**src/rtl/serin_pkg.sv**
```systemverilog
// Shared types and the CRC function for the chained serializer reader.
// Assumes: CRC generator x^5+x^4+x^2+1 over one byte, MSB first, zero start.
package serin_pkg;

    typedef enum logic [1:0] {
        ST_IDLE,
        ST_XFER,
        ST_FINISH
    } rx_state_t;

    typedef struct packed {
        logic crc_err;
        logic overtemp;
        logic uv_alarm;
        logic uv_warn;
        logic fault;
    } chip_diag_t;

    // Five-bit check value of one input byte, via an 8-bit MSB-aligned register.
    function automatic logic [4:0] crc5_of(input logic [7:0] d);
        logic [7:0] r;
        r = d;
        for (int k = 0; k < 8; k++) begin
            r = r[7] ? ((r << 1) ^ 8'hA8) : (r << 1);
        end
        return r[7:3];
    endfunction

endpackage

```
**src/rtl/serin_spi_rx.sv**
```systemverilog
// SPI mode 0 receive engine. It lowers chip select, toggles the serial clock
// every CLK_DIV cycles, samples MISO on each rising edge into one shift register
// that holds the whole frame, and flags the cycle after the last falling edge.
// Assumes: the chain changes MISO on falling edges; mode is fixed at start.
module serin_spi_rx
    import serin_pkg::*;
#(
    parameter int N_CHIPS = 3,
    parameter int CLK_DIV = 2
) (
    input  logic                   clk,
    input  logic                   rst_n,
    input  logic                   start,
    input  logic                   mode8,
    input  logic                   spi_miso,
    output logic                   spi_sclk,
    output logic                   spi_cs_n,
    output logic                   busy,
    output logic                   frame_end,
    output logic                   mode8_q,
    output logic [N_CHIPS*16-1:0]  frame
);
    localparam int FW    = N_CHIPS * 16;
    localparam int CNT_W = $clog2(CLK_DIV + 1);
    localparam int BIT_W = $clog2(FW + 1);
    localparam logic [CNT_W-1:0] CNT_TOP = CNT_W'(CLK_DIV - 1);
    localparam logic [BIT_W-1:0] LAST16  = BIT_W'(FW - 1);
    localparam logic [BIT_W-1:0] LAST8   = BIT_W'(N_CHIPS * 8 - 1);

    rx_state_t         state;
    logic [CNT_W-1:0]  cnt;
    logic [BIT_W-1:0]  bitcnt;
    logic [BIT_W-1:0]  last_bit;

    // Index of the final bit for the format chosen at start.
    always_comb last_bit = mode8_q ? LAST8 : LAST16;

    // Frame sequencer: divider, clock toggling, sampling and bit count.
    always_ff @(posedge clk) begin
        if (!rst_n) begin
            state    <= ST_IDLE;
            spi_sclk <= 1'b0;
            spi_cs_n <= 1'b1;
            cnt      <= '0;
            bitcnt   <= '0;
            mode8_q  <= 1'b0;
            frame    <= '0;
        end else begin
            case (state)
                ST_IDLE: begin
                    if (start) begin
                        state    <= ST_XFER;
                        spi_cs_n <= 1'b0;
                        cnt      <= '0;
                        bitcnt   <= '0;
                        mode8_q  <= mode8;
                        frame    <= '0;
                    end
                end
                ST_XFER: begin
                    if (cnt == CNT_TOP) begin
                        cnt <= '0;
                        if (!spi_sclk) begin
                            spi_sclk <= 1'b1;
                            frame    <= {frame[FW-2:0], spi_miso};
                        end else begin
                            spi_sclk <= 1'b0;
                            if (bitcnt == last_bit) begin
                                state <= ST_FINISH;
                            end else begin
                                bitcnt <= bitcnt + 1'b1;
                            end
                        end
                    end else begin
                        cnt <= cnt + 1'b1;
                    end
                end
                ST_FINISH: begin
                    spi_cs_n <= 1'b1;
                    state    <= ST_IDLE;
                end
                default: state <= ST_IDLE;
            endcase
        end
    end

    // Status decode for the top level.
    always_comb begin
        busy      = (state != ST_IDLE);
        frame_end = (state == ST_FINISH);
    end

    // Mode 0: the serial clock never leaves idle while deselected.
    assert_sclk_idle_R2: assert property (@(posedge clk) disable iff (!rst_n)
        spi_cs_n |-> !spi_sclk);

    // A start seen while a frame runs does not restart the frame.
    assert_start_ignored_R12: assert property (@(posedge clk) disable iff (!rst_n)
        (busy && !frame_end && start) |=> !spi_cs_n);

endmodule

```
**src/rtl/serin_chip_diag.sv**
```systemverilog
// Per-chip decoder: checks the CRC, decodes the status bits (some active low),
// applies the ignore option and fault line, and masks the inputs of a faulting chip.
// Assumes: the bytes are stable while the result is captured; purely combinational.
module serin_chip_diag
    import serin_pkg::*;
(
    input  logic        clk,
    input  logic        rst_n,
    input  logic        mode8,
    input  logic        ignore_uv,
    input  logic [7:0]  in_byte,
    input  logic [7:0]  status_byte,
    input  logic        fault_line,
    output chip_diag_t  diag,
    output logic        healthy,
    output logic [7:0]  masked
);
    logic wide;

    // Decode flags and the faulting decision for one chip.
    always_comb begin
        wide          = !mode8;
        diag.crc_err  = wide && (status_byte[7:3] != crc5_of(in_byte));
        diag.overtemp = wide && status_byte[1];
        diag.uv_alarm = wide && !ignore_uv && !status_byte[2];
        diag.uv_warn  = wide && !ignore_uv && !status_byte[0];
        diag.fault    = !ignore_uv && fault_line;
        healthy       = !(diag.crc_err || diag.overtemp || diag.uv_alarm || diag.fault);
        masked        = healthy ? in_byte : 8'h00;
    end

    // A warning on its own keeps the chip usable.
    assert_warn_alone_ok_R6: assert property (@(posedge clk) disable iff (!rst_n)
        (diag.uv_warn && !diag.uv_alarm && !diag.crc_err && !diag.overtemp && !diag.fault)
        |-> healthy);

    // Narrow format carries no status byte.
    assert_narrow_no_status_R9: assert property (@(posedge clk) disable iff (!rst_n)
        mode8 |-> !(diag.crc_err || diag.overtemp || diag.uv_alarm || diag.uv_warn));

    // Ignored supply bits and fault line never show.
    assert_ignore_uv_R7: assert property (@(posedge clk) disable iff (!rst_n)
        ignore_uv |-> !(diag.uv_alarm || diag.uv_warn || diag.fault));

endmodule

```
**src/rtl/serin_chain_reader.sv**
```systemverilog
// Top of the chained serializer reader. It runs one SPI frame per start pulse,
// splits the frame into per-chip bytes, decodes each chip, and registers every
// output vector in one cycle together with a done pulse.
// Assumes: fault_in is synchronised; ignore_uv and fault_in are sampled at capture.
module serin_chain_reader
    import serin_pkg::*;
#(
    parameter int N_CHIPS     = 3,
    parameter int CLK_DIV     = 2,
    parameter int FAULT_LINES = 3
) (
    input  logic                  clk,
    input  logic                  rst_n,
    input  logic                  start,
    input  logic                  mode8,
    input  logic                  ignore_uv,
    input  logic [FAULT_LINES-1:0] fault_in,
    input  logic                  spi_miso,
    output logic                  spi_sclk,
    output logic                  spi_cs_n,
    output logic                  busy,
    output logic                  done,
    output logic [N_CHIPS*8-1:0]  inputs,
    output logic [N_CHIPS-1:0]    valid,
    output logic [N_CHIPS-1:0]    crc_err,
    output logic [N_CHIPS-1:0]    overtemp,
    output logic [N_CHIPS-1:0]    uv_alarm,
    output logic [N_CHIPS-1:0]    uv_warn,
    output logic [N_CHIPS-1:0]    fault_seen
);
    localparam int FW = N_CHIPS * 16;
    localparam int NW = N_CHIPS * 8;

    logic                 frame_end;
    logic                 mode8_q;
    logic [FW-1:0]        frame;
    logic [NW-1:0]        nxt_inputs;
    logic [N_CHIPS-1:0]   nxt_valid;
    chip_diag_t           nxt_diag [N_CHIPS];

    serin_spi_rx #(
        .N_CHIPS (N_CHIPS),
        .CLK_DIV (CLK_DIV)
    ) i_rx (
        .clk       (clk),
        .rst_n     (rst_n),
        .start     (start),
        .mode8     (mode8),
        .spi_miso  (spi_miso),
        .spi_sclk  (spi_sclk),
        .spi_cs_n  (spi_cs_n),
        .busy      (busy),
        .frame_end (frame_end),
        .mode8_q   (mode8_q),
        .frame     (frame)
    );

    for (genvar i = 0; i < N_CHIPS; i++) begin : g_chip
        logic [7:0] in_byte;
        logic [7:0] st_byte;
        logic       fline;

        // Pick chip i's bytes: first received byte sits highest in the frame.
        always_comb begin
            st_byte = frame[FW-9-16*i -: 8];
            in_byte = mode8_q ? frame[NW-1-8*i -: 8] : frame[FW-1-16*i -: 8];
        end

        if (FAULT_LINES == 1) begin : g_shared
            assign fline = fault_in[0];
        end else begin : g_own
            assign fline = fault_in[i];
        end

        serin_chip_diag i_diag (
            .clk         (clk),
            .rst_n       (rst_n),
            .mode8       (mode8_q),
            .ignore_uv   (ignore_uv),
            .in_byte     (in_byte),
            .status_byte (st_byte),
            .fault_line  (fline),
            .diag        (nxt_diag[i]),
            .healthy     (nxt_valid[i]),
            .masked      (nxt_inputs[8*i +: 8])
        );
    end

    // Capture all result vectors together and pulse done.
    always_ff @(posedge clk) begin
        if (!rst_n) begin
            done       <= 1'b0;
            inputs     <= '0;
            valid      <= '0;
            crc_err    <= '0;
            overtemp   <= '0;
            uv_alarm   <= '0;
            uv_warn    <= '0;
            fault_seen <= '0;
        end else begin
            done <= frame_end;
            if (frame_end) begin
                inputs <= nxt_inputs;
                valid  <= nxt_valid;
                for (int i = 0; i < N_CHIPS; i++) begin
                    crc_err[i]    <= nxt_diag[i].crc_err;
                    overtemp[i]   <= nxt_diag[i].overtemp;
                    uv_alarm[i]   <= nxt_diag[i].uv_alarm;
                    uv_warn[i]    <= nxt_diag[i].uv_warn;
                    fault_seen[i] <= nxt_diag[i].fault;
                end
            end
        end
    end

    // Done lasts one cycle.
    assert_done_pulse_R11: assert property (@(posedge clk) disable iff (!rst_n)
        done |=> !done);

    // Outputs only move at capture.
    assert_outputs_hold_R11: assert property (@(posedge clk) disable iff (!rst_n)
        !frame_end |=> ($stable(valid) && $stable(inputs) && $stable(crc_err)));

    // Done arrives with chip select already released.
    assert_done_cs_high_R11: assert property (@(posedge clk) disable iff (!rst_n)
        done |-> spi_cs_n);

    for (genvar i = 0; i < N_CHIPS; i++) begin : g_chk
        // Withheld chips show no input bits.
        assert_masked_zero_R10: assert property (@(posedge clk) disable iff (!rst_n)
            !valid[i] |-> (inputs[8*i +: 8] == 8'h00));
    end

endmodule

```
**config.mk**
```make
export PLATFORM = sky130hd
export DESIGN_NAME = serin_chain_reader
export DESIGN_NICKNAME = d
export VERILOG_FILES = /design/src/rtl/serin_pkg.sv /design/src/rtl/serin_spi_rx.sv /design/src/rtl/serin_chip_diag.sv /design/src/rtl/serin_chain_reader.sv
export SDC_FILE = /design/constraint.sdc
export NUM_CORES = 1
export LEC_CHECK = 0
export ABC_AREA = 1
export BUFFER_PORTS_ARGS = -buffer_cell sky130_fd_sc_hd__buf_2
export CAP_MARGIN = 40
export CORE_ASPECT_RATIO = 1.5
export CORE_UTILIZATION = 29
export DETAILED_ROUTE_END_ITERATION = 6
export PLACE_DENSITY = 0.56
export SLEW_MARGIN = 20
export SYNTH_ARGS = -nofsm -noshare
export SYNTH_HDL_FRONTEND = slang
export SYNTH_SLANG_ARGS = --single-unit
```
**constraint.sdc**
```tcl
create_clock -name clk -period 2.8 [get_ports clk]
set_input_delay 0.42 -clock clk [delete_from_list [all_inputs] [get_ports clk]]
set_output_delay 0.42 -clock clk [all_outputs]
set_load 0.01 [all_outputs]
```
* After elaboration in Yosys (flattened, before gate mapping)
Index checks and enable logic that the tools add are counted.
** Word-level totals
- Input bits :: 9
- Register bits :: 104
- Word-level logic and storage cells :: 152
- Output and inout bits :: 46
** Cells by class
- Mux-type cells :: 51
- Bitwise operators :: 24
- Add/sub/neg operators :: 2
- Eq/ne operators :: 13
- Reduce and logical (&&, ||, !) cells :: 47
** Operators by type and width (number)
- $mux W8 :: 30
- $mux W48 :: 3
- $pmux W48 S2 :: 1
- $not A3 Y3 :: 24
- $mux W6 :: 5
- $logic_and A1 B1 Y1 :: 16
- $ne A5 B5 Y1 :: 3
- $mux W2 :: 6
- $pmux W6 S2 :: 1
- $logic_not A1 Y1 :: 11
- $logic_or A1 B1 Y1 :: 9
- $pmux W2 S2 :: 2
- $reduce_and A2 Y1 :: 4
- $reduce_and A4 Y1 :: 2
- $add A6 B1 Y6 const B :: 1
- $eq A6 B6 Y1 :: 1
- $ne A2 B1 Y1 const B :: 3
- $ne A2 B2 Y1 const B :: 3
- $reduce_bool A2 Y1 :: 3
- $reduce_and A5 Y1 :: 1
- $eq A2 B1 Y1 const B :: 2
- $add A2 B1 Y2 const B :: 1
- $eq A2 B2 Y1 const B :: 1
- $logic_not A2 Y1 :: 1
- 2 further kinds :: 3

* Logic depth before layout (Yosys ltp)
- Word-level depth :: 23
- Gate-level depth with buffers :: 23

* Cells and area by module
A second synthesis with hierarchy kept.
** Unflattened totals
- Cells, all modules :: 985
- Area, all modules :: 6133.4 sq um
** By module, submodules not included
- serin_spi_rx :: cells each 326, instances 1, seq. area each 1221.2 sq um, area each 2547.4 sq um
- serin_chain_reader :: cells each 338, instances 1, seq. area each 860.8 sq um, area each 2031.9 sq um
- serin_chip_diag :: cells each 107, instances 3, seq. area each 0.0 sq um, area each 518.0 sq um

* Worst setup path after synthesis
OpenSTA, ideal clock, no wires.
- Kind :: register to register
- From :: register i_rx.mode8_q
- To :: register inputs[10]
- Path buffers :: 2
- Data arrival time :: 1907 ps
- Stages on the path, launching flop included :: 23
- Data required time :: 2741 ps
- Slack :: 833 ps
- Setup time :: 59 ps
- Cells stage by stage :: dfxtp_1 -> buf_6 -> buf_6 -> nand2_1 -> nand2_2 -> nand2_2 -> nand2_2 -> nand2_1 -> nand2_1 -> inv_2 -> nand2_1 -> nand2_1 -> inv_2 -> nand2_1 -> nand2_1 -> inv_2 -> nor2_1 -> nand2_1 -> inv_1 -> nand3_2 -> nand2_4 -> nand3_1 -> nand2_1
** On the way
- Longest elaborated chain between the ends :: 19
- Elaborated cells between the ends (all ways) :: 27
** RTL lines
- start: declaration :: line serin_spi_rx.sv:20 : output logic mode8_q,
- start signal: assignment :: line serin_spi_rx.sv:56 : mode8_q <= mode8;
- $mux W8 :: line serin_chain_reader.sv:66 : in_byte = mode8_q ? frame[NW-1-8*i -: 8] : frame[FW-1-16*i -: 8];
- $not A3 Y3 (no source line)
- $mux W8 (2 in series) :: line serin_pkg.sv:24 : r = r[7] ? ((r << 1) ^ 8'hA8) : (r << 1);
- $not A3 Y3 (no source line)
- $mux W8 (2 in series) :: line serin_pkg.sv:24
- $not A3 Y3 (no source line) / $mux W8 (equally long branches)
- $mux W8 / $not A3 Y3 (equally long branches)
- $mux W8 (2 in series) :: line serin_pkg.sv:24
- $not A3 Y3 (no source line)
- $mux W8 :: line serin_pkg.sv:24
- $ne A5 B5 Y1 :: line serin_chip_diag.sv:23 : diag.crc_err = wide && (status_byte[7:3] != crc5_of(in_byte));
- $logic_and A1 B1 Y1 :: line serin_chip_diag.sv:23
- $logic_or A1 B1 Y1 (3 in series) :: line serin_chip_diag.sv:28 : healthy = !(diag.crc_err || diag.overtemp || diag.uv_alarm || diag.fault);
- $mux W8 (*) :: line serin_chip_diag.sv:29 : masked = healthy ? in_byte : 8'h00;
- end signal: assignment :: line serin_chain_reader.sv:103 : inputs <= nxt_inputs;
- end: declaration :: line serin_chain_reader.sv:23 : output logic [N_CHIPS*8-1:0] inputs,
Mark *: on every way between the ends. The rest lies on a longest branch, timed or not.
A chain may end at the register's enable or synchronous reset.

* Worst setup path after layout
- From :: register i_rx.mode8_q
- To :: register inputs[8]
Same word-level chain as after synthesis.

==> metrics.csv <==
metric,value,unit
HP Class,in -> reg,
Routed WL,14020,um
DRC Markers,0,
Setup-failing EPs final,0,
H-tree levels,3,
Final Max Slew Viols,0,
IO Count,55,
Worst Path Arrival,2680,ps
Post-synth top cells,"nand2_1, dfxtp_1, nand3_1",
First DRT Iteration DRCs,239,
HPWL Detailed,10100,um
Post-synth top flop,dfxtp_1,
global-route wire length before repair,23070,um
Final #Nets,817,
RePlAce Congestion,0.8314,
synthesized area,5299,um^2
WL/cell,13.63,um
Total GRT Usage,15.21,%
Seq pwr share,40.4,%
Die ar.,18830,um^2
setup_tns,0,ps
fillers,1949,
post-CTS setup buffers,0,
leakage power,2.763,nW
f_max,409.6,MHz
GRT Residual Overflow,0,
"Seq/Total Area, Yosys",39.29,%
Core Area,17940,um^2
CTS Sinks,104,
DR vias/cell,4.785,
share of total power in the clock network,32.5,%
Yosys Warn Count,0,
Sequential Area,2086,um^2
critical path class,reg -> reg,
period utilisation layout,87.20,%
Layout area overhead,14.73,%
RSZ-0062 raised after global routing,false,
final hold vios,0,
"Avg Cell Area, Syn",6.954,um^2
#FFs+latches synth,104,
final instance area,6080,um^2
Synth top area share,39.29,%
Clock Tree Buf Depth,2,
largest net degree at the start of global routing,80,
"Req. time, crit path",3040,ps
worst slew pin tran,778.5,ps
Syn Nets,772,
Max rail drop VDD,0.0002913,V
initial antenna violation count,0,
largest cells by area after synthesis,"dfxtp_1, nand2_1, nand3_1, a21oi_1, inv_1",
largest area contributor in the netlist,dfxtp_1,
sw frac,34.44,%
Netlist cell types,39,
clk_lat worst skew,340,ps
most numerous cell in the Yosys netlist,nand2_1,
R2R cell count,18,
Post-synth EDFFs,0,
n_diodes,0,
hold_buf cts,0,
Clock Pin Slew Worst Setup and Hold Paths,70,ps
switching pwr,1.353,mW
combinational share of power,27.0,%
vias in the first global route,4749,
internal power,2.575,mW
Worst Path Max Fanout,18,
status,finished clean,
Hold Path Depth,3,
share of layout cells above drive strength 1,15.41,%
Initial Util,29.53,%
die span in y,167.6,um
Setup Skew,9.133,ps
post-cts resize count,0,
Pre-antenna DRT Iters,4,
crit start category,register,
CTS tree,yes,
number of I/O port buffers,54,
row count,60,
dpl cell area,5773,um^2
Setup crit end kind,register,
clk root buf,clkbuf_16,
area of the multi-input gates,2793,um^2
Via Count,4919,
Slew HR,48.10,%
Mapped Cells,762,
Cell Pwr Density,646.1,nW/um^2
max-cap viol count,0,
Num CTS Buffers,9,
Post-synth ARST share,0,%
Tmin final,2442,ps
die width,112.4,um
Post-DRT Antenna Nets,0,
[placed cells by master, fill, tap and decap left out, drive strengths merged]
cell / count
nand2: 267
dfxtp: 104
nand3: 93
inv: 77
buf: 64
a21oi: 54
o21ai: 33
a211oi: 32
nor2: 30
xor2: 12
clkbuf: 9
xnor2: 8
a22o: 4
nor3: 4
nand3b: 3
clkinv: 3
o21a: 2
a32o: 2
a31oi: 2
or2: 1
nor4: 1
o31ai: 1
o211a: 1
o22ai: 1
ha: 1
clkinvlp: 1
bufinv: 1
[per-stage QoR]
step                      cells  total power [mW]  util (%)  hold slack (ps)  setup slack (ps)
final                      1028             3.928     33.88            379.5             358.3
after global routing       1028             4.184     33.88            389.2             50.53
after CTS                  1028             3.975     33.81            371.0             224.0
after detailed placement   1013             2.685     32.18            423.7             243.4
after global placement     1013             2.684     32.18            417.2             289.2
after floorplan             762             2.468         -            408.7             833.1
[critical path: stages (launching register included)]
cell,delay (ps)
dfxtp_4,410
inv_4,240
nand2_1,90
nand2_1,180
nand2_2,110
nand2_2,100
nand2_1,120
nand3_1,140
nand2_1,120
nand2_1,100
nand2_1,60
nand2_1,80
nand3_1,90
nand2_1,80
nand2_1,70
nand3_2,90
nand2_4,90
nand3_1,110
nand2_1,50
[power groups by stage]
| stage | sequential (mW) | clock [mW] | combinational [mW] |
|---|---|---|---|
| global route | 1.60 | 1.39 | 1.20 |
| CTS | 1.59 | 1.32 | 1.07 |
| global placement | 1.62 | 0 | 1.06 |
| finish | 1.59 | 1.28 | 1.06 |
| detailed placement | 1.62 | 0 | 1.06 |
| floorplan | 1.60 | 0 | 0.865 |
[cells by family (layout without fill, tap and decap cells)]
group	Yosys count	in the layout	synth area share, %
xor gates and xnor gates	20	20	3.731
adders and majority gates	1	1	0.2361
DFF	104	104	39.29
and+or+nand+nor	399	399	32.59
AOI/OAI and AO/OA	132	132	15.68
buffers and inverters	106	155	8.477
[final timing paths]
kind	from	end	slack (ps)
setup / recovery	i_rx.mode8_q	inputs[8]	360
hold reg to reg	i_rx.cnt[1]	i_rx.cnt[1]	430
setup reg to reg	i_rx.mode8_q	inputs[8]	360
hold / removal	fault_in[2]	fault_seen[2]	380
[sequential cells by signal, summed over array words and instances (netlist names)]
name,cells
i_rx.frame,48
inputs,24
i_rx.bitcnt,6
crc_err,3
fault_seen,3
overtemp,3
uv_alarm,3
uv_warn,3
valid,3
i_rx.cnt,2
i_rx.state,2
done,1
i_rx.mode8_q,1
i_rx.spi_cs_n,1
i_rx.spi_sclk,1
[per-layer routing]
layer / part of all wire, % / routed length (um) / GRT usage (%)
met4: 2.3 / 316 / 6.029
met2: 51 / 7176 / 28.30
met3: 2.5 / 353 / 2.027
met5: 0 / 0 / 0
met1: 44 / 6169 / 17.33
[cell type report]
| type | count | share of cell area, % |
|---|---|---|
| clock inverter | 6 | 1.111 |
| multi-input combinational | 552 | 45.94 |
| tap | 217 | 4.466 |
| sequential | 104 | 34.31 |
| clock buffer | 9 | 3.704 |
| timing repair buffer | 64 | 5.742 |
| inverter | 76 | 4.733 |
Note: power is estimated with default switching activity, not from simulation.
